**src/rtl/mut_pkg.sv**
```systemverilog
package mut_pkg;
    typedef enum logic [1:0] {
        ENC_BIN  = 2'd0,
        ENC_REAL = 2'd1,
        ENC_PERM = 2'd2,
        ENC_PASS = 2'd3
    } enc_mode_t;

    typedef enum logic {
        ST_IDLE = 1'b0,
        ST_DONE = 1'b1
    } mut_state_t;
endpackage

```
**src/rtl/mut_lfsr.sv**
```systemverilog
module mut_lfsr #(
    parameter int          W    = 32,
    parameter logic [W-1:0] TAPS = 32'hA300_0000,
    parameter logic [W-1:0] SEED = 32'h1D87_2B41
) (
    input  logic         clk,
    input  logic         rst_n,
    output logic [W-1:0] state
);
    // Right-shifting Galois register; it never reaches zero from a nonzero seed.
    always_ff @(posedge clk or negedge rst_n) begin
        if (!rst_n)
            state <= SEED;
        else if (state[0])
            state <= (state >> 1) ^ TAPS;
        else
            state <= state >> 1;
    end
endmodule

```
**src/rtl/mut_flip.sv**
```systemverilog
module mut_flip #(
    parameter int           CW        = 32,
    parameter logic [CW-1:0] FLIP_MASK = 32'h1111_1111
) (
    input  logic [CW-1:0] chrom,
    input  logic [CW-1:0] word,
    output logic [CW-1:0] result
);
    localparam int BIT_IDX_W = (CW > 1) ? $clog2(CW) : 1;

    logic [CW-1:0] masked;
    logic [CW-1:0] single;
    logic [31:0]   fb_idx;

    assign masked = word & FLIP_MASK;
    assign fb_idx = 32'(word[BIT_IDX_W-1:0]) % CW;

    generate
        for (genvar b = 0; b < CW; b++) begin : g_single
            assign single[b] = (fb_idx == 32'(b));
        end
    endgenerate

    assign result = chrom ^ ((masked != '0) ? masked : single);
endmodule

```
**src/rtl/mut_step.sv**
```systemverilog
module mut_step #(
    parameter int N     = 8,
    parameter int GW    = 4,
    parameter int IDX_W = 3
) (
    input  logic [N*GW-1:0]  chrom,
    input  logic [N-1:0]     sel,
    input  logic             dec,
    input  logic [IDX_W-1:0] pos_a,
    output logic [N*GW-1:0]  result
);
    logic [N-1:0] eff_sel;

    generate
        for (genvar g = 0; g < N; g++) begin : g_gene
            logic [GW-1:0] cur;
            logic [GW-1:0] nxt;

            assign eff_sel[g] = (sel != '0) ? sel[g] : (pos_a == IDX_W'(g));
            assign cur        = chrom[g*GW +: GW];

            always_comb begin
                nxt = cur;
                if (eff_sel[g]) begin
                    if (dec) begin
                        if (cur != '0) nxt = cur - 1'b1;
                    end else begin
                        if (cur != '1) nxt = cur + 1'b1;
                    end
                end
            end

            assign result[g*GW +: GW] = nxt;
        end
    endgenerate
endmodule

```
**src/rtl/mut_swap.sv**
```systemverilog
module mut_swap #(
    parameter int N     = 8,
    parameter int GW    = 4,
    parameter int IDX_W = 3
) (
    input  logic [N*GW-1:0]  chrom,
    input  logic [IDX_W-1:0] pos_a,
    input  logic [IDX_W-1:0] pos_b_raw,
    output logic [N*GW-1:0]  result
);
    logic [IDX_W-1:0] pos_b;
    logic [GW-1:0]    gene_a;
    logic [GW-1:0]    gene_b;

    always_comb begin
        if (pos_b_raw != pos_a)
            pos_b = pos_b_raw;
        else if (32'(pos_a) == N - 1)
            pos_b = '0;
        else
            pos_b = pos_a + 1'b1;
    end

    always_comb begin
        gene_a = '0;
        gene_b = '0;
        for (int i = 0; i < N; i++) begin
            if (pos_a == IDX_W'(i)) gene_a = chrom[i*GW +: GW];
            if (pos_b == IDX_W'(i)) gene_b = chrom[i*GW +: GW];
        end
    end

    generate
        for (genvar g = 0; g < N; g++) begin : g_place
            assign result[g*GW +: GW] = (pos_a == IDX_W'(g)) ? gene_b :
                                        (pos_b == IDX_W'(g)) ? gene_a :
                                        chrom[g*GW +: GW];
        end
    endgenerate
endmodule

```
**src/rtl/gene_mutator.sv**
```systemverilog
module gene_mutator
    import mut_pkg::*;
#(
    parameter int N_GENES = 8,
    parameter int GENE_W  = 4,
    parameter logic [N_GENES*GENE_W-1:0] FLIP_MASK = 32'h1111_1111,
    parameter logic [N_GENES*GENE_W-1:0] LFSR_TAPS = 32'hA300_0000,
    parameter logic [N_GENES*GENE_W-1:0] LFSR_SEED = 32'h1D87_2B41
) (
    input  logic                        clk,
    input  logic                        rst_n,
    input  logic                        start,
    input  logic [1:0]                  mode,
    input  logic [N_GENES*GENE_W-1:0]   chrom_in,
    input  logic                        ovr_en,
    input  logic [N_GENES*GENE_W-1:0]   ovr_word,
    output logic                        done,
    output logic [N_GENES*GENE_W-1:0]   chrom_out
);
    localparam int CW    = N_GENES * GENE_W;
    localparam int IDX_W = (N_GENES > 1) ? $clog2(N_GENES) : 1;
    localparam int POS_A = N_GENES;
    localparam int POS_B = N_GENES + IDX_W;

    initial begin
        if (CW < N_GENES + 2 * IDX_W + 1)
            $error("chromosome too narrow for random word fields");
    end

    function automatic logic [IDX_W-1:0] wrap_pos(input logic [IDX_W-1:0] raw);
        if (32'(raw) >= N_GENES)
            return raw - IDX_W'(N_GENES);
        return raw;
    endfunction

    mut_state_t state, state_nxt;

    logic [CW-1:0]    lfsr_word;
    logic [CW-1:0]    word;
    logic [IDX_W-1:0] pos_a;
    logic [IDX_W-1:0] pos_b;
    logic [CW-1:0]    res_flip;
    logic [CW-1:0]    res_step;
    logic [CW-1:0]    res_swap;
    logic [CW-1:0]    res_sel;
    logic             accept;

    mut_lfsr #(.W(CW), .TAPS(LFSR_TAPS), .SEED(LFSR_SEED)) u_lfsr (
        .clk   (clk),
        .rst_n (rst_n),
        .state (lfsr_word)
    );

    assign word  = ovr_en ? ovr_word : lfsr_word;
    assign pos_a = wrap_pos(word[POS_A +: IDX_W]);
    assign pos_b = wrap_pos(word[POS_B +: IDX_W]);

    mut_flip #(.CW(CW), .FLIP_MASK(FLIP_MASK)) u_flip (
        .chrom  (chrom_in),
        .word   (word),
        .result (res_flip)
    );

    mut_step #(.N(N_GENES), .GW(GENE_W), .IDX_W(IDX_W)) u_step (
        .chrom  (chrom_in),
        .sel    (word[N_GENES-1:0]),
        .dec    (word[CW-1]),
        .pos_a  (pos_a),
        .result (res_step)
    );

    mut_swap #(.N(N_GENES), .GW(GENE_W), .IDX_W(IDX_W)) u_swap (
        .chrom     (chrom_in),
        .pos_a     (pos_a),
        .pos_b_raw (pos_b),
        .result    (res_swap)
    );

    always_comb begin
        unique case (enc_mode_t'(mode))
            ENC_BIN:  res_sel = res_flip;
            ENC_REAL: res_sel = res_step;
            ENC_PERM: res_sel = res_swap;
            ENC_PASS: res_sel = chrom_in;
        endcase
    end

    // Transitions: accept (IDLE->DONE on start), retire (DONE->IDLE always).
    assign accept = (state == ST_IDLE) && start;

    always_comb begin
        unique case (state)
            ST_IDLE: state_nxt = start ? ST_DONE : ST_IDLE;
            ST_DONE: state_nxt = ST_IDLE;
        endcase
    end

    always_ff @(posedge clk or negedge rst_n) begin
        if (!rst_n)
            state <= ST_IDLE;
        else
            state <= state_nxt;
    end

    always_ff @(posedge clk or negedge rst_n) begin
        if (!rst_n)
            chrom_out <= '0;
        else if (accept)
            chrom_out <= res_sel;
    end

    assign done = (state == ST_DONE);
endmodule

```
**config.mk**
```make
export PLATFORM = sky130hd
export DESIGN_NAME = gene_mutator
export DESIGN_NICKNAME = d
export VERILOG_FILES = /design/src/rtl/mut_pkg.sv /design/src/rtl/mut_lfsr.sv /design/src/rtl/mut_flip.sv /design/src/rtl/mut_step.sv /design/src/rtl/mut_swap.sv /design/src/rtl/gene_mutator.sv
export SDC_FILE = /design/constraint.sdc
export NUM_CORES = 1
export LEC_CHECK = 0
export BUFFER_PORTS_ARGS = -buffer_cell sky130_fd_sc_hd__buf_4
export CORE_MARGIN = 10
export CORE_UTILIZATION = 65
export DETAILED_ROUTE_END_ITERATION = 16
export PLACE_DENSITY = 0.95
export REMOVE_ABC_BUFFERS = 1
export SYNTH_ARGS = -nofsm -noshare
export SYNTH_HDL_FRONTEND = slang
export SYNTH_HIERARCHICAL = 1
export SYNTH_SLANG_ARGS = --single-unit
```
**constraint.sdc**
```tcl
create_clock -name clk -period 11.2 [get_ports clk]
set_input_delay 0.56 -clock clk [delete_from_list [all_inputs] [get_ports clk]]
set_output_delay 0.56 -clock clk [all_outputs]
set_load 0.1 [all_outputs]
```
==> results of run 1 <==
cell usage in the layout (no fill, tap or decap), types with 8 or more instances in the layout:
| master | count |
|---|---|
| nor2_1 | 57 |
| nand2_1 | 71 |
| and3_1 | 10 |
| dfstp_2 | 14 |
| mux2_2 | 17 |
| nor3_1 | 15 |
| nor3b_1 | 9 |
| a31oi_1 | 20 |
| a311o_1 | 11 |
| mux2_4 | 30 |
| o21ai_0 | 36 |
| nand4_1 | 12 |
| mux4_2 | 30 |
| a211oi_1 | 8 |
| xnor2_1 | 17 |
| nand3_1 | 57 |
| xor2_1 | 9 |
| clkbuf_16 | 9 |
| a211o_1 | 12 |
| a21oi_1 | 52 |
| nor2b_1 | 13 |
| buf_4 | 92 |
| ha_1 | 22 |
| o221ai_1 | 11 |
| o211ai_1 | 22 |
| dfrtp_1 | 51 |
| mux2i_1 | 19 |
| o22ai_1 | 9 |
| inv_1 | 30 |
metal layers:
metal	routed length (um)	vias up	global-route usage (%)
li1	-	3328	-
met1	9490	3550	36.9
met2	11300	529	45.4
met3	2600	93	6.45
met4	1020	0	12.4
met5	0	-	0
through the flow:
stage / util, % / power, mW / cell area, um2 / setup WS, ns / hold slack (ns)
6_report: 73.3 / 1.19 / 8400 / 5.86 / 0.314
5_1_grt: 73.3 / 1.23 / 8400 / 5.74 / 0.357
4_1_cts: 73.3 / 1.18 / 8400 / 6.12 / 0.335
3_5_place_dp: 70.6 / 0.875 / 8090 / 5.79 / 0.343
3_3_place_gp: 70.6 / 0.863 / 8090 / 5.87 / 0.334
2_1_floorplan: - / 0.717 / 7220 / 7.10 / 0.264
final cells by class:
| cell class | instances | area, um2 | share of cell area, % |
|---|---|---|---|
| Sequential cell | 65 | 1640 | 19.6 |
| Multi-Input combinational cell | 684 | 5460 | 64.9 |
| Tap cell | 143 | 179 | 2.13 |
| Clock inverter | 7 | 83.8 | 0.998 |
| Clock buffer | 9 | 225 | 2.68 |
| Timing Repair Buffer | 92 | 691 | 8.22 |
| Inverter | 33 | 124 | 1.47 |
registers in the layout, indices dropped and copies added (netlist names):
name	count
chrom_out	32
u_lfsr/state	32
done	1
worst reg2reg max path: stages (launching register included):
cell and delay, ns:
dfstp_2 0.53, mux2_2 0.44, ha_1 0.29, ha_1 0.62
clkinv_1 0.54, a31oi_1 0.45, or2_0 0.90, nand4_1 0.30
a31oi_1 0.27, o21ai_1 0.12, mux4_2 0.49, mux2_4 0.27
power groups by stage:
stage	clock [mW]	combinational, mW	sequential, mW
detailed placement	0	0.590	0.285
floorplan	0	0.230	0.487
finish	0.303	0.602	0.281
CTS	0.308	0.593	0.281
global route	0.315	0.627	0.284
global placement	0	0.581	0.282
worst max path at each step:
stage                              start                         to  slack, ns  depth (start not counted)
5_1_grt                           ovr_en   chrom_out[3]$_DFFE_PN0P_       5.74                         12
6_report                          ovr_en   chrom_out[3]$_DFFE_PN0P_       5.86                         12
3_3_place_gp                      ovr_en   chrom_out[3]$_DFFE_PN0P_       5.87                         12
3_5_place_dp                      ovr_en   chrom_out[3]$_DFFE_PN0P_       5.79                         12
2_1_floorplan                     ovr_en  chrom_out[28]$_DFFE_PN0P_       7.10                         11
4_1_cts        u_lfsr/state[9]$_DFF_PN1_   chrom_out[3]$_DFFE_PN0P_       6.12                         11
==> impl_metrics.csv, run 1 <==
group,metric,value,unit
power_and_ir_drop,switchingPower,0.559,mW
global_route,grt_antenna_before_repair,0,
power_and_ir_drop,peakVddDrop,0.133,mV
cts,cts_buffers,9,
cts,clock_latency,0.36,ns
worst_setup_path,cp_slowest_cell,"or2_0",
timing,fmax,0.187,GHz
floorplan,die_area,16500,um2
global_route,grt_pass1_wl,38.1,mm
global_route,gr-total-overflow,0,
cts,cts_tree,"done",
worst_setup_path,arrival,5.57,ns
floorplan,coreArea,11500,um2
placement,io_buffers,89,
timing,hold_viol,0,
timing,relSlewSlack,24.1,%
timing,clock_skew,0.00849,ns
detailed_routing,avgViaCountPerCell,7.26,
timing,final.setup.tns,0,ns
power_and_ir_drop,seqPwrFrac,23.7,%
logic_synthesis,syn-cell-area,7670,um2
detailed_routing,drc,0,
timing,setup_viol,0,
worst_setup_path,r2r_end,"chrom_out[3]$_DFFE_PN0P_",
floorplan,die_w,129,um
placement,place_inst,1017,
worst_setup_path,path_delay_family,"multiplexers",
cts,clock_path_buffers,2,
final_layout,fillerInstances,850,
cts,cts_resized,0,
cts,numClockSinks,65,
final_layout,n_antenna_cell,0,
floorplan,fp-row-count,39,
detailed_routing,drt-pass1-iter-count,6,
global_route,grt_use_total,28.7,%
timing,maxSlewViolCount,0,
run,maxCapViolations,0,
final_layout,drive_above_1_share,26.2,%
cts,clock-root-buffer,"clkbuf_16",
outcome,outcome,"complete, no violations",
timing,fin_crit_sh,47.6,%
worst_setup_path,setup.worst_path.start_class,"input port",
min_path,hp-class,"in -> async",
worst_setup_path,cp.required,11.43,ns
final_layout,fin_cells,1033,
power_and_ir_drop,p_per_area,141,nW/um2
floorplan,boundaryPins,103,
worst_setup_path,reg2reg_depth,11,
worst_setup_path,r2r_start,"u_lfsr/state[9]$_DFF_PN1_",
cts,htreeDepth,3,
timing,rsz0062_at_grt,"false",
worst_setup_path,cp_max_fo,19,
final_layout,area_growth,9.56,%
detailed_routing,vias,7500,
power_and_ir_drop,clkPwrFrac,25.6,%
worst_setup_path,slowest_delay,0.90,ns
power_and_ir_drop,leakagePower,3.45,nW
detailed_routing,wirelength,24.5,mm
worst_setup_path,criticalPathCategory,"in -> reg",
detailed_routing,ant_nets,0,
logic_synthesis,avgSynthCellArea,8.76,um2
timing,period_needed,5.34,ns
worst_setup_path,crit_chain,"buf_4, mux2_2, ha_1, ha_1, clkinv_1, a31oi_1, or2_0, nand4_1, a31oi_1, o21ai_1, mux4_2, mux2_4",
final_layout,num-nets-final,977,
floorplan,die_height,129,um
power_and_ir_drop,internal_power,0.628,mW
floorplan,initial_utilization,66.9,%
global_route,grt_max_degree,66,
cts,clk_pin_slew,0.06,ns
power_and_ir_drop,comb_power_share,50.8,%
cts,cts_setup_buffers,0,
detailed_routing,routedWlPerCell,23.7,um
worst_setup_path,r2r_slack,5.87,ns
cts,cts-hold-fix-buffers,0,
logic_synthesis,yosysWarningCount,6,
worst_setup_path,critPathBufInv,2,
worst_setup_path,critPathCaptureType,"flip-flop",
detailed_routing,drtIter0Drc,1094,
placement,dpl.hpwl,16.4,mm
logic_synthesis,netlist_instances,875,
global_route,grt_pass1_vias,6997,
power_and_ir_drop,switching_share,47.1,%
timing,tightest_slew,1.11,ns
placement,gp_congestion,1.00,
Power figures use the tool's default switching activity.
==> run 2, diff against run 1 <==
--- a/config.mk
+++ b/config.mk
@@ -7,9 +7,9 @@
 export LEC_CHECK = 0
 export BUFFER_PORTS_ARGS = -buffer_cell sky130_fd_sc_hd__buf_4
 export CORE_MARGIN = 10
-export CORE_UTILIZATION = 65
+export CORE_UTILIZATION = 54
 export DETAILED_ROUTE_END_ITERATION = 16
-export PLACE_DENSITY = 0.95
+export PLACE_DENSITY = 0.88
 export REMOVE_ABC_BUFFERS = 1
 export SYNTH_ARGS = -nofsm -noshare
 export SYNTH_HDL_FRONTEND = slang
==> constraint.sdc (replaced) <==
create_clock -name clk -period 4.5 [get_ports clk]
set_input_delay 0.225 -clock clk [delete_from_list [all_inputs] [get_ports clk]]
set_output_delay 0.225 -clock clk [all_outputs]
set_load 0.1 [all_outputs]
==> impl_metrics.csv, run 2 (synthesized netlist as in run 1, its figures left out) <==
group,metric,value,unit
cts,cts_resized,0,
timing,worst_hold_slack,-0.0121,ns
final_layout,fillerInstances,1155,
worst_setup_path,path_delay_family,"multiplexers",
worst_setup_path,cp_max_fo,13,
worst_setup_path,crit_chain,"mux2_2, ha_1, ha_1, buf_4, nor4_1, nand3_1, nand2_1, a31oi_1, o22a_1, buf_4, o221ai_1, mux4_2, mux2_4",
power_and_ir_drop,p_per_area,342,nW/um2
timing,relSlewSlack,28.7,%
detailed_routing,drt-pass1-iter-count,8,
cts,clock-root-buffer,"clkbuf_16",
global_route,grt_max_degree,66,
global_route,grt_use_total,24.8,%
worst_setup_path,critPathCaptureType,"flip-flop",
global_route,grt_pass1_vias,7172,
timing,fin_crit_sh,90.1,%
detailed_routing,drc,0,
timing,period_needed,4.05,ns
detailed_routing,routedWlPerCell,22.8,um
timing,rsz0062_at_grt,"false",
min_path,hp-class,"in -> async",
worst_setup_path,criticalPathCategory,"reg -> reg",
final_layout,n_antenna_cell,0,
outcome,violations,"hold timing",
worst_setup_path,cp_slowest_cell,"dfstp_2",
final_layout,area_growth,13.4,%
placement,place_inst,1088,
timing,final.setup.tns,0,ns
final_layout,multiInputGateArea,5460,um2
power_and_ir_drop,leakagePower,3.61,nW
cts,clock_latency,0.34,ns
worst_setup_path,slowest_delay,0.55,ns
floorplan,fp-row-count,43,
timing,maxSlewViolCount,0,
run,maxCapViolations,0,
final_layout,drive_above_1_share,28.9,%
placement,dpl.hpwl,17.8,mm
cts,cts_tree,"done",
floorplan,die_w,139,um
timing,tightest_slew,1.04,ns
floorplan,die_height,139,um
cts,clock_path_buffers,2,
cts,cts_setup_buffers,0,
detailed_routing,wirelength,25.2,mm
final_layout,mostFrequentLayoutCell,"buf_4",
final_layout,mostFrequentLayoutCells,"buf_4 (126), nand2_1 (71), nand3_1 (57), nor2_1 (57), a21oi_1 (52)",
cts,htreeDepth,3,
cts,cts_buffers,9,
global_route,grt_antenna_before_repair,0,
placement,io_buffers,89,
floorplan,initial_utilization,55.2,%
timing,hold_viol,30,
cts,clk_pin_slew,0.06,ns
timing,fmax,0.247,GHz
worst_setup_path,critPathBufInv,2,
timing,clock_skew,0.00938,ns
placement,gp_congestion,1.02,
floorplan,boundaryPins,103,
final_layout,fin_cells,1104,
power_and_ir_drop,peakVddDrop,0.211,mV
cts,cts-hold-fix-buffers,0,
final_layout,num-nets-final,1011,
detailed_routing,ant_nets,0,
detailed_routing,vias,7657,
worst_setup_path,cp.required,4.73,ns
detailed_routing,drtIter0Drc,1149,
worst_setup_path,arrival,4.28,ns
detailed_routing,avgViaCountPerCell,6.94,
global_route,grt_pass1_wl,39.3,mm
floorplan,coreArea,13900,um2
outcome,outcome,"complete, but fails checks",
timing,setup_viol,0,
worst_setup_path,setup.worst_path.start_class,"flip-flop",
final_layout,final-seq-area,1640,um2
floorplan,die_area,19400,um2
global_route,gr-total-overflow,0,
cts,numClockSinks,65,
[run 2: cell type report]
type,instances,area share (%)
repair buffers,126,10.9
well taps,180,2.59
multi-input cells,684,62.7
inverters,33,1.42
flip-flops and latches,65,18.9
clock inverters,7,0.892
clock buffers,9,2.59
[run 2: final timing paths]
| kind | end | slack, ns | startpoint | depth (start not counted) |
|---|---|---|---|---|
| min | chrom_out[0]$_DFFE_PN0P_ | -0.01 | rst_n | 1 |
| max reg2reg | chrom_out[0]$_DFFE_PN0P_ | 0.45 | u_lfsr/state[8]$_DFF_PN1_ | 13 |
| min reg2reg | u_lfsr/state[14]$_DFF_PN0_ | 0.35 | u_lfsr/state[15]$_DFF_PN0_ | 0 |
| max | chrom_out[0]$_DFFE_PN0P_ | 0.45 | u_lfsr/state[8]$_DFF_PN1_ | 13 |
| max in group asynchronous | u_lfsr/state[10]$_DFF_PN0_ | 3.99 | rst_n | 1 |
| min in group clk | u_lfsr/state[14]$_DFF_PN0_ | 0.35 | u_lfsr/state[15]$_DFF_PN0_ | 0 |
[run 2: worst register-to-register path, delay by kind of cell, from the launching register on]
family                   cells  cell delay (ns)
flip-flops                   1             0.55
adder cells (fa/ha/maj)      2             0.57
AND/OR/NAND/NOR              3             0.56
multiplexers                 3             1.09
buffers and inverters        2             0.46
AO/OA/AOI/OAI                3             0.70
[run 2: power breakdown]
part / internal [mW] / leakage, nW / switching [mW]
Combinational: 0.498 / 2.68 / 1.04
Clock: 0.434 / 0.146 / 0.303
Sequential: 0.655 / 0.784 / 0.0426
Total: 1.59 / 3.61 / 1.39
[run 2: routing by layer]
metal	vias to the layer above	track usage [%]	share of wire, %
met4	0	15.7	5.6
met5	-	0	0
met2	533	38.8	46
met1	3622	30.5	38
li1	3396	-	-
met3	106	4.90	10
[run 2: per-stage QoR]
stage	utilization (%)	total power, mW	worst slack, ns	cell area [um2]
floorplan	-	1.78	0.566	7220
global placement	60.5	2.19	0.614	8390
detailed placement	60.5	2.22	0.606	8390
CTS	62.7	2.96	0.554	8700
global route	62.7	3.07	0.324	8700
finish	62.7	2.97	0.447	8700
==> run 3, diff against run 2 <==
--- a/config.mk
+++ b/config.mk
@@ -5,11 +5,11 @@
 export SDC_FILE = /design/constraint.sdc
 export NUM_CORES = 1
 export LEC_CHECK = 0
-export BUFFER_PORTS_ARGS = -buffer_cell sky130_fd_sc_hd__buf_4
 export CORE_MARGIN = 10
-export CORE_UTILIZATION = 54
+export CORE_UTILIZATION = 60
 export DETAILED_ROUTE_END_ITERATION = 16
-export PLACE_DENSITY = 0.88
+export DONT_BUFFER_PORTS = 1
+export PLACE_DENSITY = 0.89
 export REMOVE_ABC_BUFFERS = 1
 export SYNTH_ARGS = -nofsm -noshare
 export SYNTH_HDL_FRONTEND = slang
==> impl_metrics.csv, run 3 (synthesized netlist as in run 1, its figures left out) <==
group,metric,value,unit
worst_setup_path,r2r_slack,0.16,ns
detailed_routing,routedWlPerCell,23.5,um
worst_setup_path,crit_chain,"mux2_2, inv_1, ha_1, nor2b_1, a21oi_1, o32ai_4, nand3_1, nand2_1, o221ai_1, mux4_2, mux2_4",
timing,fmax,0.230,GHz
min_path,min_from,"mode[1]",
worst_setup_path,reg2reg_depth,11,
timing,hold_viol,0,
timing,fin_crit_sh,96.5,%
cts,cts_buffers,9,
timing,period_needed,4.34,ns
final_layout,area_growth,2.89,%
detailed_routing,ant_nets,0,
worst_setup_path,path_delay_family,"multiplexers",
global_route,grt_pass1_vias,6439,
power_and_ir_drop,p_per_area,345,nW/um2
worst_setup_path,cp_max_fo,19,
placement,dpl.hpwl,16.2,mm
timing,tightest_slew,1.16,ns
worst_setup_path,cp_slowest_cell,"o32ai_4",
worst_setup_path,r2r_start,"u_lfsr/state[9]$_DFF_PN1_",
floorplan,die_w,133,um
timing,setup_viol,0,
worst_setup_path,setup.worst_path.start_class,"flip-flop",
timing,final.setup.tns,0,ns
final_layout,drive_above_1_share,19.2,%
detailed_routing,avgViaCountPerCell,7.13,
detailed_routing,wirelength,23.1,mm
outcome,outcome,"complete, no violations",
floorplan,boundaryPins,103,
final_layout,mostFrequentLayoutCells,"nand2_1 (71), nand3_1 (57), nor2_1 (57), a21oi_1 (52), dfrtp_1 (51)",
placement,gp_congestion,0.997,
final_layout,mostFrequentLayoutCell,"nand2_1",
floorplan,die_area,17700,um2
global_route,grt_use_total,25.1,%
floorplan,initial_utilization,61.0,%
cts,cts_tree,"done",
cts,clock_path_buffers,2,
detailed_routing,drc,0,
final_layout,final_design_area_no_fill,7890,um2
global_route,grt_pass1_wl,35.8,mm
global_route,gr-total-overflow,0,
worst_setup_path,cp.required,4.73,ns
run,maxCapViolations,0,
worst_setup_path,r2r_end,"chrom_out[2]$_DFFE_PN0P_",
worst_setup_path,critPathCaptureType,"flip-flop",
placement,pre_cts_slack,0.292,ns
worst_setup_path,critPathBufInv,1,
timing,fin_ws,0.157,ns
placement,io_buffers,0,
placement,place_inst,968,
floorplan,coreArea,12600,um2
cts,clock-root-buffer,"clkbuf_16",
final_layout,fin_cells,986,
cts,htreeDepth,3,
worst_setup_path,slowest_delay,0.73,ns
power_and_ir_drop,leakagePower,3.09,nW
cts,clk_pin_slew,0.06,ns
detailed_routing,vias,7032,
timing,clock_skew,0.00861,ns
timing,relSlewSlack,22.7,%
worst_setup_path,criticalPathCategory,"reg -> reg",
cts,numClockSinks,65,
global_route,grt_antenna_before_repair,0,
detailed_routing,drtIter0Drc,957,
global_route,grt_max_degree,66,
final_layout,n_antenna_cell,0,
min_path,min_delay_path_depth,2,
placement,placed_area,7540,um2
worst_setup_path,arrival,4.58,ns
min_path,hp-class,"in -> reg",
timing,rsz0062_at_grt,"false",
final_layout,num-nets-final,901,
floorplan,die_height,133,um
floorplan,fp-row-count,41,
power_and_ir_drop,peakVddDrop,0.208,mV
timing,maxSlewViolCount,0,
final_layout,fillerInstances,1039,
detailed_routing,drt-pass1-iter-count,6,
min_path,min_to,"chrom_out[19]$_DFFE_PN0P_",
cts,clock_latency,0.35,ns
[run 3: cell types whose count changed in the layout (fill, tap and decap cells not counted), sizes merged]
cell,delta
buf,-111
clkinv,-2
dlygate4sd3,+1
inv,+2
[run 3: through the flow]
step	util, %	power (mW)	hold WS, ns
floorplan	-	1.78	-0.0706
global placement	60.0	1.93	-0.0681
detailed placement	60.0	1.94	-0.0679
CTS	62.8	2.72	0.167
global route	62.8	2.82	0.175
finish	62.8	2.72	0.185
[run 3: power breakdown]
group	switching (mW)	internal [mW]
Clock	0.314	0.440
Sequential	0.578	0.642
Combinational	0.384	0.364
[run 3: cell type report]
cell class,instances,area [um2],area share [%]
well taps,172,215,2.73
inverters,33,124,1.57
clock inverters,7,83.8,1.06
flip-flops and latches,65,1640,20.8
repair buffers,16,143,1.81
multi-input cells,684,5460,69.1
clock buffers,9,225,2.85
[run 3: layer usage]
layer,vias up,wire length [um],GRT usage (%)
met3,70,2780,9.05
li1,3172,-,-
met2,427,10600,39.2
met4,0,936,11.9
met5,-,0,0
met1,3363,8760,30.2
[run 3: timing repair]
action	4_1_cts	5_1_grt
setup buffers	0	0
hold buffers	2	0
hold endpoints to repair	65	0
resized for setup	0	0
[run 3: worst register-to-register path, delay by kind of cell (launching register included)]
| family | cells | cell delay, ns |
|---|---|---|
| buf+inv | 1 | 0.17 |
| compound gates | 3 | 1.00 |
| simple gates | 3 | 0.94 |
| mux | 3 | 1.18 |
| flops | 1 | 0.53 |
| fa+ha+maj | 1 | 0.40 |
[run 3: worst max-delay path by stage]
stage,slack (ns),depth (start not counted),endpoint,start
3_5_place_dp,0.29,11,chrom_out[2]$_DFFE_PN0P_,u_lfsr/state[9]$_DFF_PN1_
4_1_cts,0.26,11,chrom_out[2]$_DFFE_PN0P_,u_lfsr/state[9]$_DFF_PN1_
2_1_floorplan,0.57,11,chrom_out[3]$_DFFE_PN0P_,u_lfsr/state[9]$_DFF_PN1_
5_1_grt,0.009,11,chrom_out[28]$_DFFE_PN0P_,u_lfsr/state[9]$_DFF_PN1_
3_3_place_gp,0.36,11,chrom_out[22]$_DFFE_PN0P_,u_lfsr/state[9]$_DFF_PN1_
6_report,0.16,11,chrom_out[2]$_DFFE_PN0P_,u_lfsr/state[9]$_DFF_PN1_
